`src/rtl/mac_sat_pkg.sv`:
```
package mac_sat_pkg;
  typedef enum logic {
    MAC_LONG = 1'b0,
    MAC_WORD = 1'b1
  } mac_op_e;
endpackage

```
`src/rtl/mac_rst_sync.sv`:
```
module mac_rst_sync (
  input  logic clk,
  input  logic rst_n,
  output logic rst_sync_n
);
  logic [1:0] stage_q;
  logic [1:0] stage_d;

  always_comb begin
    stage_d = {stage_q[0], 1'b1};
  end

  always_ff @(posedge clk or negedge rst_n) begin
    if (!rst_n) stage_q <= 2'b00;
    else        stage_q <= stage_d;
  end

  assign rst_sync_n = stage_q[1];
endmodule

```
`src/rtl/mac_product.sv`:
```
module mac_product
  import mac_sat_pkg::*;
#(
  parameter int OPW = 32,
  parameter int HW  = 16
) (
  input  mac_op_e             op,
  input  logic [OPW-1:0]      op_a,
  input  logic [OPW-1:0]      op_b,
  output logic [2*OPW-1:0]    prod
);
  localparam int ACCW = 2 * OPW;

  logic signed [ACCW-1:0] a_ext;
  logic signed [ACCW-1:0] b_ext;

  // The operand extension depends on the operation: full width or half-word.
  always_comb begin
    if (op == MAC_WORD) begin
      a_ext = {{(ACCW-HW){op_a[HW-1]}}, op_a[HW-1:0]};
      b_ext = {{(ACCW-HW){op_b[HW-1]}}, op_b[HW-1:0]};
    end else begin
      a_ext = {{OPW{op_a[OPW-1]}}, op_a};
      b_ext = {{OPW{op_b[OPW-1]}}, op_b};
    end
    prod = a_ext * b_ext;
  end
endmodule

```
`src/rtl/mac_writeback.sv`:
```
module mac_writeback
  import mac_sat_pkg::*;
#(
  parameter int OPW = 32
) (
  input  mac_op_e          op,
  input  logic             sat_en,
  input  logic [2*OPW-1:0] sum,
  output logic [OPW-1:0]   nxt_hi,
  output logic [OPW-1:0]   nxt_lo
);
  localparam int ACCW = 2 * OPW;
  localparam int HALF = OPW / 2;
  localparam logic [OPW-1:0] LO_MAX   = {1'b0, {(OPW-1){1'b1}}};
  localparam logic [OPW-1:0] LO_MIN   = {1'b1, {(OPW-1){1'b0}}};
  localparam logic [OPW-1:0] HI_FORCE = {{(OPW-HALF){1'b1}}, {HALF{1'b0}}};
  localparam logic [OPW-1:0] HI_KEEP  = {{(OPW-HALF+1){1'b0}}, {(HALF-1){1'b1}}};
  localparam logic [OPW-1:0] HI_MARK  = {{(OPW-1){1'b0}}, 1'b1};

  logic neg;
  logic fits;
  logic over_hi;
  logic under_lo;

  always_comb begin
    neg      = sum[ACCW-1];
    // The sum fits the signed OPW-bit range when its top bits, down to and
    // including the low-half sign bit, are all equal.
    fits     = (&sum[ACCW-1:OPW-1]) || ~(|sum[ACCW-1:OPW-1]);
    over_hi  = !neg && !fits;
    under_lo = neg && !fits;
  end

  always_comb begin
    nxt_hi = sum[ACCW-1:OPW];
    nxt_lo = sum[OPW-1:0];
    if (sat_en) begin
      if (op == MAC_LONG) begin
        if (neg) nxt_hi = sum[ACCW-1:OPW] | HI_FORCE;
        else     nxt_hi = sum[ACCW-1:OPW] & HI_KEEP;
      end else begin
        if (under_lo) begin
          nxt_hi = HI_MARK;
          nxt_lo = LO_MIN;
        end else if (over_hi) begin
          nxt_hi = HI_MARK;
          nxt_lo = LO_MAX;
        end
      end
    end
  end
endmodule

```
`src/rtl/mac_acc_regs.sv`:
```
module mac_acc_regs #(
  parameter int OPW = 32
) (
  input  logic           clk,
  input  logic           rst_n,
  input  logic           clr,
  input  logic           ld_hi,
  input  logic           ld_lo,
  input  logic [OPW-1:0] ld_hi_data,
  input  logic [OPW-1:0] ld_lo_data,
  input  logic           acc_en,
  input  logic [OPW-1:0] wb_hi,
  input  logic [OPW-1:0] wb_lo,
  output logic [OPW-1:0] acc_hi,
  output logic [OPW-1:0] acc_lo
);
  logic [OPW-1:0] hi_q, lo_q, hi_d, lo_d;
  logic           hi_en, lo_en, acc_go;

  // Priority: clear, then direct loads, then accumulate.
  always_comb begin
    acc_go = acc_en && !clr && !ld_hi && !ld_lo;
    hi_en  = clr || ld_hi || acc_go;
    lo_en  = clr || ld_lo || acc_go;
    if (clr)        hi_d = '0;
    else if (ld_hi) hi_d = ld_hi_data;
    else            hi_d = wb_hi;
    if (clr)        lo_d = '0;
    else if (ld_lo) lo_d = ld_lo_data;
    else            lo_d = wb_lo;
  end

  always_ff @(posedge clk or negedge rst_n) begin
    if (!rst_n) begin
      hi_q <= '0;
    end else if (hi_en) begin
      hi_q <= hi_d;
    end
  end

  always_ff @(posedge clk or negedge rst_n) begin
    if (!rst_n) begin
      lo_q <= '0;
    end else if (lo_en) begin
      lo_q <= lo_d;
    end
  end

  assign acc_hi = hi_q;
  assign acc_lo = lo_q;

  a_r9_clear_zeroes: assert property (@(posedge clk) disable iff (!rst_n)
    clr |=> (acc_hi == '0) && (acc_lo == '0));

  a_r10_load_hi: assert property (@(posedge clk) disable iff (!rst_n)
    (ld_hi && !clr) |=> acc_hi == $past(ld_hi_data));

  a_r10_load_lo: assert property (@(posedge clk) disable iff (!rst_n)
    (ld_lo && !clr) |=> acc_lo == $past(ld_lo_data));

  a_r10_unloaded_half_kept: assert property (@(posedge clk) disable iff (!rst_n)
    (ld_hi && !ld_lo && !clr) |=> $stable(acc_lo));

  a_r11_idle_hold: assert property (@(posedge clk) disable iff (!rst_n)
    (!clr && !ld_hi && !ld_lo && !acc_en) |=> ($stable(acc_hi) && $stable(acc_lo)));
endmodule

```
`src/rtl/mac_sat_unit.sv`:
```
module mac_sat_unit
  import mac_sat_pkg::*;
#(
  parameter int OPW = 32,
  parameter int HW  = 16
) (
  input  logic           clk,
  input  logic           rst_n,
  input  logic           clr,
  input  logic           ld_hi,
  input  logic           ld_lo,
  input  logic [OPW-1:0] ld_hi_data,
  input  logic [OPW-1:0] ld_lo_data,
  input  logic           acc_en,
  input  logic           op_word,
  input  logic           sat_en,
  input  logic [OPW-1:0] op_a,
  input  logic [OPW-1:0] op_b,
  output logic [OPW-1:0] acc_hi,
  output logic [OPW-1:0] acc_lo
);
  localparam int ACCW = 2 * OPW;
  localparam int HALF = OPW / 2;
  localparam logic [OPW-1:0] LO_MAX = {1'b0, {(OPW-1){1'b1}}};
  localparam logic [OPW-1:0] LO_MIN = {1'b1, {(OPW-1){1'b0}}};

  logic            rst_s_n;
  mac_op_e         op;
  logic [ACCW-1:0] prod;
  logic [ACCW-1:0] sum;
  logic [OPW-1:0]  wb_hi, wb_lo;
  logic            go_obs;

  assign op = mac_op_e'(op_word);

  mac_rst_sync u_rst (
    .clk        (clk),
    .rst_n      (rst_n),
    .rst_sync_n (rst_s_n)
  );

  mac_product #(.OPW(OPW), .HW(HW)) u_prod (
    .op   (op),
    .op_a (op_a),
    .op_b (op_b),
    .prod (prod)
  );

  assign sum = {acc_hi, acc_lo} + prod;

  mac_writeback #(.OPW(OPW)) u_wb (
    .op     (op),
    .sat_en (sat_en),
    .sum    (sum),
    .nxt_hi (wb_hi),
    .nxt_lo (wb_lo)
  );

  mac_acc_regs #(.OPW(OPW)) u_regs (
    .clk        (clk),
    .rst_n      (rst_s_n),
    .clr        (clr),
    .ld_hi      (ld_hi),
    .ld_lo      (ld_lo),
    .ld_hi_data (ld_hi_data),
    .ld_lo_data (ld_lo_data),
    .acc_en     (acc_en),
    .wb_hi      (wb_hi),
    .wb_lo      (wb_lo),
    .acc_hi     (acc_hi),
    .acc_lo     (acc_lo)
  );

  assign go_obs = acc_en && !clr && !ld_hi && !ld_lo;

  // Long-form saturation leaves either the upper half of acc_hi all ones or
  // everything above bit HALF-2 of acc_hi clear.
  a_r5_long_sat_shape: assert property (@(posedge clk) disable iff (!rst_s_n)
    (go_obs && sat_en && !op_word) |=>
      ((&acc_hi[OPW-1:HALF]) || (acc_hi[OPW-1:HALF-1] == '0)));

  // Word-form saturation leaves either a clamped pair marked by acc_hi == 1,
  // or an in-range value whose high half is the sign extension of acc_lo.
  a_r8_word_sat_shape: assert property (@(posedge clk) disable iff (!rst_s_n)
    (go_obs && sat_en && op_word) |=>
      ((acc_hi == OPW'(1) && (acc_lo == LO_MAX || acc_lo == LO_MIN)) ||
       (acc_hi == {OPW{acc_lo[OPW-1]}})));
endmodule

```
`config.mk`:
```
export PLATFORM = sky130hd
export DESIGN_NAME = mac_sat_unit
export DESIGN_NICKNAME = d
export VERILOG_FILES = /design/src/rtl/mac_sat_pkg.sv /design/src/rtl/mac_rst_sync.sv /design/src/rtl/mac_product.sv /design/src/rtl/mac_writeback.sv /design/src/rtl/mac_acc_regs.sv /design/src/rtl/mac_sat_unit.sv
export SDC_FILE = /design/constraint.sdc
export NUM_CORES = 2
export LEC_CHECK = 0
export ABC_AREA = 1
export BUFFER_PORTS_ARGS = -buffer_cell sky130_fd_sc_hd__buf_4
export CAP_MARGIN = 20
export CORE_UTILIZATION = 43
export CTS_CLUSTER_DIAMETER = 120
export DETAILED_ROUTE_END_ITERATION = 12
export GPL_TIMING_DRIVEN = 0
export HOLD_SLACK_MARGIN = 0.15
export PLACE_DENSITY = 0.6
export REMOVE_ABC_BUFFERS = 1
export SLEW_MARGIN = 10
export SYNTH_ARGS = -nofsm -noshare
export SYNTH_HDL_FRONTEND = slang
export SYNTH_HIERARCHICAL = 1
export SYNTH_SLANG_ARGS = --single-unit
```
`constraint.sdc`:
```
create_clock -name clk -period 2.8 [get_ports clk]
set_clock_uncertainty 0.2 [all_clocks]
set_input_delay 0.56 -clock clk [delete_from_list [all_inputs] [get_ports clk]]
set_output_delay 0.56 -clock clk [all_outputs]
set_load 0.005 [all_outputs]
```
==> out/qor.txt <==
Syn. warnings: 6
Setup crit end kind: flip-flop
Die X: 369 µm
Post-synthesis sequential area ratio: 0.0286
Met3 Track Usage GR: 0.0474
Core footprint: 133000 µm²
Reg2Reg Depth: 27
Layout area overhead: 14.5%
CP Data Arrival Time: 12.04 ns
Final worst path period share: 4.26
Post-route ant nets: 0
Layout fillers: 13.2k
GRT met2 Usage: 0.494
Fin crit period: 11.92 ns
Critical path buffers and inverters: 20
Critical path's largest stage delay: 0.56 ns
Residual DRC: 0
Num rows: 134
WP depth: 62
GRT Util Overall: 0.312
GR peak layer: met2
Initial Util: 0.433
Router iterations before antenna repair: 8
Vias per cell: 5.10
CP delay by family, top: adder cells
RSZ-0062 raised after global routing: true
Hold Crit Class: flip-flop to flip-flop
Wire length per cell: 21.4 µm
R2R setup slack: -1.29 ns
Antenna violations before repair: 2
Critical Path Most Common Cell: nand2_1
Root Driver: clkbuf_16
Final setup viols: 64
GPL Wtd Cong: 0.949
Mapped Area: 57800 µm²
Nets: 9802
Routed WL: 207000 µm
Clock Sinks: 66
GRT overflow: 0
Full die area: 136000 µm²
Synth Register Bits: 66
Area leader, netlist: fa_1
Via count: 49.3k
Initial DRC Count: 4105
# port buffers: 199
Critical path peak fanout: 17
Setup crit start kind: input pin
Hold Path Depth: 0
CTS tree: done
Slew margin rel.: 0.423
Critical Path Slowest Stage Cell: fa_1
Crit Path Class: input pin to flip-flop
Avg Inst Size Synth: 7.54 µm²
Synthesized netlist cell count: 7659
Status: complete, but fails checks
Placed wire-length estimate: 168000 µm
Yosys cell types: 47
FMAX: 83.9 MHz
Worst slew pin tran: 0.863 ns
Max Slew Vio Count: 0
Layout cell share with drive strength beyond 1: 0.125
Synth area leaders: fa_1 (48%), inv_1 (15%), nand2_1 (12%)
Setup ws final: -9.12 ns
H-tree level count: 3
# IOs: 200
Failing checks: negative setup slack
CTS buffer count: 9
Final Util: 0.496
Pin count of the biggest net entering global routing: 67
Post-synth top area share: 0.475
Reg2Reg Launch Point: u_regs/acc_lo[0]
Global-route wire length before repair: 316000 µm
CP Data Required Time: 2.92 ns
M1 GR Usage: 0.441
CTS Buffer Depth: 2
Worst skew pair latency: 0.38 ns
Max-cap violation count: 0
CP endpoint: u_regs/acc_hi[3]
Die height: 369 µm
Final Hold Vio Count: 0
Crit Reg-Reg Endpoint: u_regs/acc_hi[3]
Crit path launch: op_a[15]
Worst-path clk slew: 0.07 ns
Vias in the first global route: 51.0k
final cells by class:
| class | count | area, µm² | area share |
|---|---|---|---|
| inverters | 2342 | 8940 | 0.135 |
| clock inverters | 5 | 55.1 | 0.000832 |
| multi-input cells | 5022 | 48600 | 0.735 |
| repair buffers | 442 | 4290 | 0.0649 |
| repair inverters | 19 | 145 | 0.00219 |
| flip-flops and latches | 66 | 1660 | 0.0250 |
| well taps | 1768 | 2210 | 0.0334 |
| diodes | 2 | 5.00 | 0.0000757 |
| clock buffers | 11 | 233 | 0.00352 |
layer usage:
layer / part of all wire / up-vias
met5: 0 / -
met4: 0.034 / 0
met3: 0.081 / 324
met2: 0.46 / 2030
met1: 0.43 / 25000
li1: - / 22000
worst min-delay path by stage:
stage,to,start
floorplan,u_rst/stage_q[0],rst_n
global placement,u_rst/stage_q[1],rst_n
detailed placement,u_regs/acc_hi[9],u_rst/stage_q[1]
CTS,u_rst/stage_q[1],u_rst/stage_q[0]
global route,u_rst/stage_q[1],u_rst/stage_q[0]
finish,u_rst/stage_q[1],u_rst/stage_q[0]
synth_stat cells, drive strengths merged:
cell / instances
inv: 2332
o211ai: 4
fa: 1372
clkinv: 10
o31ai: 1
or2: 3
nand4: 24
nor4: 7
nor3: 25
nor2: 700
dfrtp: 66
a221oi: 2
clkbuf: 140
conb: 1
nand2: 1891
a21o: 10
nand3b: 3
a211oi: 2
a21boi: 3
xnor2: 19
o21bai: 18
a31oi: 11
xor2: 81
and3: 4
ha: 392
nand3: 250
o21a: 2
buf: 91
o21ai: 51
a21oi: 144
kinds of logic (layout without fill, tap and decap cells):
| family | after synthesis | count (layout) | synth area share |
|---|---|---|---|
| and+or+nand+nor | 2907 | 2909 | 0.201 |
| buffers and inverters | 2573 | 2819 | 0.170 |
| adders and majority gates | 1764 | 1764 | 0.560 |
| AOI/OAI and AO/OA | 248 | 248 | 0.0249 |
| xor gates and xnor gates | 100 | 100 | 0.0152 |
| DFF | 66 | 66 | 0.0286 |
| other | 1 | 3 | 0.0000649 |
flip-flops by register name, summed over array words and instances (netlist names):
register       count
u_regs/acc_hi     32
u_rst/stage_q      2
u_regs/acc_lo     32
per-stage QoR:
stage               hold slack, ns  setup WS, ns  TNS (ns)  instance area [µm²]  std cells
floorplan                   0.0644         -8.74   -551.95                56700       7428
global placement             0.136        -14.00   -914.51                60500       9395
detailed placement          0.0578        -12.50   -786.51                60900       9417
CTS                          0.172         -8.92   -565.74                65700       9655
global route                 0.177         -9.65   -612.28                66100       9675
finish                       0.169         -9.12   -578.64                66200       9677
layout by cell type, fill, tap and decap left out, drive strengths merged, types with 25 or more instances in the layout:
cell      instances
o21ai            51
dfrtp            66
buf             436
nand3           251
xor2             81
clkinvlp         46
nand2          1892
ha              392
fa             1372
nor2            700
a21oi           144
nor3             25
inv            2307
worst register-to-register path: stages, from the launching register on:
cell and delay (ns):
dfrtp_1 0.41, ha_1 0.28, fa_1 0.47, nand3_1 0.15, nand3_2 0.13, nand2_1 0.09, nand2_1 0.10, nand2_1 0.08
nand2_1 0.09, nand2_1 0.08, nand2_2 0.13, nand2_1 0.11, nand3_1 0.07, nand2_1 0.14, nand2_1 0.08, nor2_1 0.11
nand2_1 0.08, nor2_2 0.16, nand3_2 0.12, nand3_4 0.18, buf_12 0.14, buf_16 0.15, nand2_1 0.08, inv_1 0.07
nor2_1 0.04, nor2_1 0.12, nand3_1 0.09, nand2_1 0.09
what timing repair did:
action	in CTS	in global routing
pin swaps	93	42
setup buffers	193	20
hold buffers	4	0
hold endpoints to repair	25	0
cloned	25	0
endpoints found under the setup margin	64	64
resized for setup	505	83
Power is left out: the tool's default activity adds up to more than one toggle a clock period on the data nets, which glitch-free logic cannot reach.
